## src/rtl/msi_pkg.sv

```systemverilog
package msi_pkg;

   typedef enum logic [3:0] {
      ST_INV    = 4'd0,
      ST_I2S    = 4'd1,
      ST_I2M_AD = 4'd2,
      ST_I2M_A  = 4'd3,
      ST_SHD    = 4'd4,
      ST_S2M_AD = 4'd5,
      ST_S2M_A  = 4'd6,
      ST_MOD    = 4'd7,
      ST_M2I    = 4'd8,
      ST_S2I    = 4'd9,
      ST_I2I    = 4'd10
   } lstate_t;

   // event code = {channel, kind}; channel 0 cpu, 1 forward, 2 response
   typedef enum logic [3:0] {
      EV_LOAD      = 4'd0,
      EV_STORE     = 4'd1,
      EV_EVICT     = 4'd2,
      EV_CPU_BAD   = 4'd3,
      EV_PEER_RD   = 4'd4,
      EV_PEER_WR   = 4'd5,
      EV_INVAL     = 4'd6,
      EV_EVICT_ACK = 4'd7,
      EV_DATA_FULL = 4'd8,
      EV_DATA_WAIT = 4'd9,
      EV_ACK       = 4'd10,
      EV_ACK_LAST  = 4'd11
   } ev_t;

   typedef enum logic [1:0] {
      RQ_RD_SHR  = 2'd0,
      RQ_RD_EXCL = 2'd1,
      RQ_EV_CLN  = 2'd2,
      RQ_EV_DRT  = 2'd3
   } rq_t;

   typedef enum logic [1:0] {
      PM_NONE = 2'd0,
      PM_RO   = 2'd1,
      PM_RW   = 2'd2,
      PM_BUSY = 2'd3
   } perm_t;

   typedef struct packed {
      logic    stall;
      logic    err;
      lstate_t nxt;
      logic    req;
      rq_t     rq;
      logic    dat_req;
      logic    dat_dir;
      logic    inv_ack;
      logic    ld_hit;
      logic    ld_fill;
      logic    st_hit;
      logic    st_commit;
      logic    cap_st;
      logic    fill;
   } act_t;

   function automatic perm_t perm_of(lstate_t s);
      case (s)
         ST_MOD:                      return PM_RW;
         ST_SHD, ST_S2M_AD, ST_S2M_A: return PM_RO;
         ST_I2M_A, ST_M2I, ST_S2I:    return PM_BUSY;
         default:                     return PM_NONE;
      endcase
   endfunction

endpackage

```

## src/rtl/msi_xition.sv

```systemverilog
module msi_xition
   import msi_pkg::*;
(
   input  lstate_t cur,
   input  ev_t     ev,
   output act_t    act
);

   logic is_cpu;
   assign is_cpu = (ev == EV_LOAD) || (ev == EV_STORE) || (ev == EV_EVICT);

   always_comb begin
      act     = '0;
      act.nxt = cur;
      case (cur)
         ST_INV: begin
            case (ev)
               EV_LOAD:  begin act.nxt = ST_I2S;    act.req = 1'b1; act.rq = RQ_RD_SHR; end
               EV_STORE: begin act.nxt = ST_I2M_AD; act.req = 1'b1; act.rq = RQ_RD_EXCL; act.cap_st = 1'b1; end
               default:  act.err = 1'b1;
            endcase
         end
         ST_I2S: begin
            if (is_cpu || ev == EV_INVAL) act.stall = 1'b1;
            else if (ev == EV_DATA_FULL) begin
               act.nxt = ST_SHD; act.ld_fill = 1'b1;
            end
            else act.err = 1'b1;
         end
         ST_I2M_AD, ST_I2M_A: begin
            if (is_cpu || ev == EV_PEER_RD || ev == EV_PEER_WR) act.stall = 1'b1;
            else if (ev == EV_ACK) act.nxt = cur;
            else if (cur == ST_I2M_AD && ev == EV_DATA_FULL) begin
               act.nxt = ST_MOD; act.st_commit = 1'b1;
            end
            else if (cur == ST_I2M_AD && ev == EV_DATA_WAIT) begin
               act.nxt = ST_I2M_A; act.fill = 1'b1;
            end
            else if (cur == ST_I2M_A && ev == EV_ACK_LAST) begin
               act.nxt = ST_MOD; act.st_commit = 1'b1;
            end
            else act.err = 1'b1;
         end
         ST_SHD: begin
            case (ev)
               EV_LOAD:  act.ld_hit = 1'b1;
               EV_STORE: begin act.nxt = ST_S2M_AD; act.req = 1'b1; act.rq = RQ_RD_EXCL; act.cap_st = 1'b1; end
               EV_EVICT: begin act.nxt = ST_S2I;    act.req = 1'b1; act.rq = RQ_EV_CLN; end
               EV_INVAL: begin act.nxt = ST_INV;    act.inv_ack = 1'b1; end
               default:  act.err = 1'b1;
            endcase
         end
         ST_S2M_AD, ST_S2M_A: begin
            if (ev == EV_STORE || ev == EV_EVICT || ev == EV_PEER_RD || ev == EV_PEER_WR)
               act.stall = 1'b1;
            else if (ev == EV_LOAD) act.ld_hit = 1'b1;
            else if (ev == EV_ACK) act.nxt = cur;
            else if (cur == ST_S2M_AD && ev == EV_INVAL) begin
               act.nxt = ST_I2M_AD; act.inv_ack = 1'b1;
            end
            else if (cur == ST_S2M_AD && ev == EV_DATA_FULL) begin
               act.nxt = ST_MOD; act.st_commit = 1'b1;
            end
            else if (cur == ST_S2M_AD && ev == EV_DATA_WAIT) begin
               act.nxt = ST_S2M_A; act.fill = 1'b1;
            end
            else if (cur == ST_S2M_A && ev == EV_ACK_LAST) begin
               act.nxt = ST_MOD; act.st_commit = 1'b1;
            end
            else act.err = 1'b1;
         end
         ST_MOD: begin
            case (ev)
               EV_LOAD:    act.ld_hit = 1'b1;
               EV_STORE:   act.st_hit = 1'b1;
               EV_EVICT:   begin act.nxt = ST_M2I; act.req = 1'b1; act.rq = RQ_EV_DRT; end
               EV_PEER_RD: begin act.nxt = ST_SHD; act.dat_req = 1'b1; act.dat_dir = 1'b1; end
               EV_PEER_WR: begin act.nxt = ST_INV; act.dat_req = 1'b1; end
               default:    act.err = 1'b1;
            endcase
         end
         ST_M2I, ST_S2I, ST_I2I: begin
            if (is_cpu) act.stall = 1'b1;
            else if (ev == EV_EVICT_ACK) act.nxt = ST_INV;
            else if (cur == ST_M2I && ev == EV_PEER_RD) begin
               act.nxt = ST_S2I; act.dat_req = 1'b1; act.dat_dir = 1'b1;
            end
            else if (cur == ST_M2I && ev == EV_PEER_WR) begin
               act.nxt = ST_I2I; act.dat_req = 1'b1;
            end
            else if (cur == ST_S2I && ev == EV_INVAL) begin
               act.nxt = ST_I2I; act.inv_ack = 1'b1;
            end
            else act.err = 1'b1;
         end
         default: act.err = 1'b1;
      endcase
   end

endmodule

```

## src/rtl/msi_chan_pick.sv

```systemverilog
module msi_chan_pick #(
   parameter int N = 3
) (
   input  logic [N-1:0] valid,
   input  logic [N-1:0] stall,
   output logic [N-1:0] grant
);

   generate
      if (N < 1) begin : g_bad_n
         $error("msi_chan_pick: N must be at least 1");
      end
   endgenerate

   // index 0 has the highest priority
   always_comb begin
      logic found;
      grant = '0;
      found = 1'b0;
      for (int i = 0; i < N; i++) begin
         if (!found && valid[i] && !stall[i]) begin
            grant[i] = 1'b1;
            found    = 1'b1;
         end
      end
   end

endmodule

```

## src/rtl/msi_line_ctrl.sv

```systemverilog
module msi_line_ctrl
   import msi_pkg::*;
#(
   parameter int DW = 32
) (
   input  logic          clk,
   input  logic          rst_n,
   input  logic          cpu_valid,
   input  logic [1:0]    cpu_op,
   input  logic [DW-1:0] cpu_wdata,
   output logic          cpu_ready,
   input  logic          fwd_valid,
   input  logic [1:0]    fwd_kind,
   output logic          fwd_ready,
   input  logic          rsp_valid,
   input  logic [1:0]    rsp_kind,
   input  logic [DW-1:0] rsp_data,
   output logic          rsp_ready,
   output logic          req_valid,
   output logic [1:0]    req_kind,
   output logic [DW-1:0] req_data,
   output logic          dat_to_req,
   output logic          dat_to_dir,
   output logic          inv_ack_out,
   output logic [DW-1:0] out_data,
   output logic          done_load,
   output logic          done_store,
   output logic [DW-1:0] rd_data,
   output logic [3:0]    state_o,
   output logic [1:0]    perm_o,
   output logic          proto_err
);

   localparam int NCH = 3;

   generate
      if (DW < 1 || DW > 1024) begin : g_bad_dw
         $error("msi_line_ctrl: DW must lie in 1..1024");
      end
   endgenerate

   lstate_t       state_q;
   logic [DW-1:0] line_q;
   logic [DW-1:0] pend_q;
   logic          err_q;

   logic [1:0]     kind_a [NCH];
   logic [NCH-1:0] vld_a;
   logic [NCH-1:0] stl_a;
   logic [NCH-1:0] gnt;
   act_t           act_a [NCH];
   act_t           sel;

   // slot 0 responses, slot 1 forwards, slot 2 cpu (priority order)
   assign kind_a[0] = rsp_kind;
   assign kind_a[1] = fwd_kind;
   assign kind_a[2] = cpu_op;
   assign vld_a     = {cpu_valid, fwd_valid, rsp_valid};

   generate
      for (genvar g = 0; g < NCH; g++) begin : g_ch
         localparam logic [1:0] CH = (g == 0) ? 2'd2 : (g == 1) ? 2'd1 : 2'd0;
         ev_t ev;
         assign ev = ev_t'({CH, kind_a[g]});
         msi_xition u_x (
            .cur (state_q),
            .ev  (ev),
            .act (act_a[g])
         );
         assign stl_a[g] = act_a[g].stall;
      end
   endgenerate

   msi_chan_pick #(.N(NCH)) u_pick (
      .valid (vld_a),
      .stall (stl_a),
      .grant (gnt)
   );

   assign rsp_ready = gnt[0];
   assign fwd_ready = gnt[1];
   assign cpu_ready = gnt[2];

   always_comb begin
      sel = '0;
      sel.nxt = state_q;
      for (int i = 0; i < NCH; i++) begin
         if (gnt[i]) sel = act_a[i];
      end
   end

   always_ff @(posedge clk) begin
      if (!rst_n) begin
         state_q     <= ST_INV;
         line_q      <= '0;
         pend_q      <= '0;
         err_q       <= 1'b0;
         req_valid   <= 1'b0;
         req_kind    <= 2'd0;
         req_data    <= '0;
         dat_to_req  <= 1'b0;
         dat_to_dir  <= 1'b0;
         inv_ack_out <= 1'b0;
         out_data    <= '0;
         done_load   <= 1'b0;
         done_store  <= 1'b0;
         rd_data     <= '0;
      end else begin
         req_valid   <= 1'b0;
         dat_to_req  <= 1'b0;
         dat_to_dir  <= 1'b0;
         inv_ack_out <= 1'b0;
         done_load   <= 1'b0;
         done_store  <= 1'b0;
         if (|gnt) begin
            if (sel.err) begin
               err_q <= 1'b1;
            end else begin
               state_q <= sel.nxt;
               if (sel.cap_st)    pend_q <= cpu_wdata;
               if (sel.fill || sel.ld_fill) line_q <= rsp_data;
               if (sel.st_hit)    line_q <= cpu_wdata;
               if (sel.st_commit) line_q <= pend_q;
               if (sel.req) begin
                  req_valid <= 1'b1;
                  req_kind  <= sel.rq;
                  req_data  <= line_q;
               end
               if (sel.dat_req || sel.dat_dir) out_data <= line_q;
               dat_to_req  <= sel.dat_req;
               dat_to_dir  <= sel.dat_dir;
               inv_ack_out <= sel.inv_ack;
               if (sel.ld_hit || sel.ld_fill) begin
                  done_load <= 1'b1;
                  rd_data   <= sel.ld_fill ? rsp_data : line_q;
               end
               done_store <= sel.st_hit || sel.st_commit;
            end
         end
      end
   end

   assign state_o   = state_q;
   assign perm_o    = perm_of(state_q);
   assign proto_err = err_q;

endmodule

```

## config.mk

```make
export PLATFORM = sky130hd
export DESIGN_NAME = msi_line_ctrl
export DESIGN_NICKNAME = d
export VERILOG_FILES = /design/src/rtl/msi_pkg.sv /design/src/rtl/msi_xition.sv /design/src/rtl/msi_chan_pick.sv /design/src/rtl/msi_line_ctrl.sv
export SDC_FILE = /design/constraint.sdc
export NUM_CORES = 1
export LEC_CHECK = 0
export ABC_AREA = 1
export BUFFER_PORTS_ARGS = -buffer_cell sky130_fd_sc_hd__buf_2
export CAP_MARGIN = 20
export CORE_ASPECT_RATIO = 1.25
export CORE_MARGIN = 3
export CORE_UTILIZATION = 43
export DETAILED_ROUTE_END_ITERATION = 7
export GPL_TIMING_DRIVEN = 0
export PLACE_DENSITY = 0.66
export SETUP_SLACK_MARGIN = 0.05
export SYNTH_ARGS = -nofsm -noshare
export SYNTH_HDL_FRONTEND = slang
export SYNTH_SLANG_ARGS = --single-unit
```

## constraint.sdc

```tcl
create_clock -name clk -period 2.7 [get_ports clk]
set_input_delay 0.405 -clock clk [delete_from_list [all_inputs] [get_ports clk]]
set_output_delay 0.405 -clock clk [all_outputs]
set_load 0.05 [all_outputs]
```

==> flow_summary.json <==
{
  "cts_tree": "yes",
  "slew_viol_final": 0,
  "final_cells": 1712,
  "ys_top_cells_by_area": "dfxtp_1, nand2_1, nor2_1",
  "path_class": "flip-flop to output pin",
  "synthDistinctLibCells": 31,
  "antenna_found_initial": 6,
  "grt_max_degree": 19,
  "clock_latency_ns": 0.44,
  "leakagePower_nw": 4.911,
  "ir_drop_v": 0.0004604,
  "final_util": 0.5520,
  "slew_headroom": 0.5690,
  "holdBufCountCts": 0,
  "cp-start-kind": "flip-flop",
  "hold_viol": 0,
  "synth_cells": 1254,
  "synth_area_um2": 8224,
  "yosysWarnings": 0,
  "clockBufferDepth": 2,
  "status": "finished, final reports clean",
  "drc_errors": 0,
  "syn_to_final_growth_pct": 23.79,
  "grt_pass1_wl_um": 43080,
  "synth_top_area_cell": "dfxtp_1",
  "avgSynthCellArea_um2": 6.558,
  "max_stage_delay_ns": 0.31,
  "critPathTopFamily": "simple AND/OR/NAND/NOR gates",
  "cts-root-buf": "clkbuf_16",
  "via_per_inst": 5.097,
  "arrival_ns": 2.14,
  "synthesis.nets": 1334,
  "min_period_ns": 2.540,
  "wl_per_cell_um": 16.11,
  "synth_seq_cells": 173,
  "yosysTopAreaCellShare": 0.4211,
  "power.total_mw": 6.450,
  "wl_met3_um": 1499,
  "finalWirelength_um": 27570,
  "coreArea_um2": 18440,
  "dp_hpwl_um": 20350,
  "wl_met2_um": 13430,
  "drtPass1Iterations": 5,
  "grt_overflow": 0,
  "setup_viol": 0,
  "die_w_um": 129.7,
  "cts.htree.levels": 4,
  "crit_chain": "buf_4 -> nor2_4 -> nand2_1 -> nand2_1 -> nand2_1 -> nand2_1 -> buf_6 -> nand2_4 -> inv_2 -> buf_4",
  "finalCritPeriodShare": 0.9408,
  "ys_seq_area_frac": 0.4211,
  "routed.top_layer": "met4",
  "numCtsBuffers": 17,
  "drtIter0Drc": 628,
  "cap_violations": 0,
  "gr-usage-all-layers": 0.2621,
  "start_util": 0.4459,
  "crit_path_frequent_cell": "nand2_1",
  "cp.required_ns": 2.30,
  "dp_cells": 1669,
  "nets": 1545,
  "hp-class": "input port to flip-flop",
  "finalWeightedCongestion": 0.9187,
  "power_density_nw_per_um2": 633.6,
  "fin_hold_ws_ns": 0.1641,
  "tightest_slew_ns": 0.6466,
  "ios": 189,
  "fin_skew_ns": 0.008061,
  "drive_above_1_share": 0.2097,
  "grt_pass1_vias": 8313,
  "layout_common_cells": "nand2_1, buf_2, dfxtp_1",
  "fp-row-count": 55,
  "numClockSinks": 173,
  "die_area_um2": 20830,
  "io_buffers": 187,
  "rsz0062_at_grt": "true",
  "endpoint_kind": "output pin",
  "crit_fanout": 10,
  "clkSlewWorstSetupHoldPaths_ns": 0.07,
  "max_freq_mhz": 393.7,
  "cpMaxStageDelayCell": "dfxtp_1",
  "final_common_cell": "nand2_1",
  "vias": 8726,
  "postRouteAntennaNets": 0,
  "fp.dieH_um": 160.6,
  "crit_buf_inv": 4,
  "wl_met1_um": 11960
}
## state kept, by name, summed over array words and instances (netlist names), 2 cells and up
signal and flops:
pend_q 32, out_data 32, rd_data 32, req_data 32, line_q 32, state_o 4, req_kind 2
## worst paths after layout
| path | from | end | slack, ns | depth (start not counted) |
|---|---|---|---|---|
| setup reg to reg | state_o[3] | rd_data[0] | 0.20 | 9 |
| setup / recovery | state_o[3] | cpu_ready | 0.16 | 10 |
| hold / removal | fwd_kind[0] | dat_to_dir | 0.16 | 2 |
| hold reg to reg | req_data[7] | req_data[7] | 0.46 | 2 |
## cells in the mapped netlist
| master | count |
|---|---|
| o21ai_0 | 118 |
| inv_2 | 17 |
| a21oi_1 | 107 |
| nor2_1 | 171 |
| nand2_4 | 1 |
| clkinv_1 | 1 |
| o211ai_1 | 2 |
| nand3_2 | 2 |
| nor3_1 | 7 |
| buf_1 | 6 |
| o21bai_1 | 32 |
| buf_4 | 5 |
| nor2_2 | 2 |
| nand4_4 | 1 |
| nand2_1 | 390 |
| dfxtp_1 | 173 |
| clkbuf_1 | 37 |
| nand3_1 | 26 |
| and2_1 | 1 |
| nand2_2 | 3 |
| nand3_4 | 1 |
| clkbuf_2 | 1 |
| o22ai_1 | 2 |
| o21ai_1 | 18 |
| ha_1 | 5 |
| nor2_4 | 4 |
| buf_6 | 1 |
| inv_1 | 90 |
| nor2_8 | 1 |
| buf_2 | 25 |
| nand4_1 | 4 |
## power by group
part           internal (mW)  switching, mW  total, mW
Clock                   1.42           1.18       2.60
Sequential              2.62         0.0502       2.67
Combinational          0.338          0.849       1.19
## what timing repair did
action                                  4_1_cts  5_1_grt
buffers inserted                              0        5
gates cloned                                  0        0
pin swaps                                     0        2
endpoints found under the setup margin       73      157
endpoints found under the hold margin         0        0
resized for setup                             8       37
## metal layers
layer  vias up  global-route usage
met5         -                   0
met4         0             0.09783
met3        51             0.04192
met2       293              0.4460
met1      3994              0.3312
li1       4388                   -
## kinds of logic after synthesis
group           after synthesis  share of synthesized area
simple gates                614                     0.3002
buf+inv                     183                    0.09067
fa+ha+maj                     5                   0.007607
compound gates              279                     0.1804
flops                       173                     0.4211
## area by class of cell
| cell class | instances | area (µm²) |
|---|---|---|
| diodes | 6 | 15.01 |
| flip-flops and latches | 173 | 3467 |
| multi-input cells | 898 | 4040 |
| well taps | 228 | 285.3 |
| plain buffers | 75 | 375.4 |
| clock buffers | 17 | 425.4 |
| fillers | 1951 | 8262 |
| inverters | 108 | 405.4 |
| repair buffers | 192 | 975.9 |
| clock inverters | 15 | 191.4 |
## worst reg2reg max path, delay by kind of cell (launching register included)
| kind | cells | cell delay, ns |
|---|---|---|
| AND/OR/NAND/NOR | 5 | 0.83 |
| AO/OA/AOI/OAI | 1 | 0.18 |
| buffers and inverters | 3 | 1.07 |
| flip-flops | 1 | 0.31 |
## metrics by stage
step	setup slack, ns	setup TNS, ns	instance area [µm²]
5_1_grt	0.03733	0	10180
2_1_floorplan	0.1472	0	8224
4_1_cts	0.01225	0	10080
6_report	0.1598	0	10180
3_5_place_dp	-0.1127	-1.452	9445
3_3_place_gp	-0.1744	-4.192	9445
(Power assumes the default switching activity.)
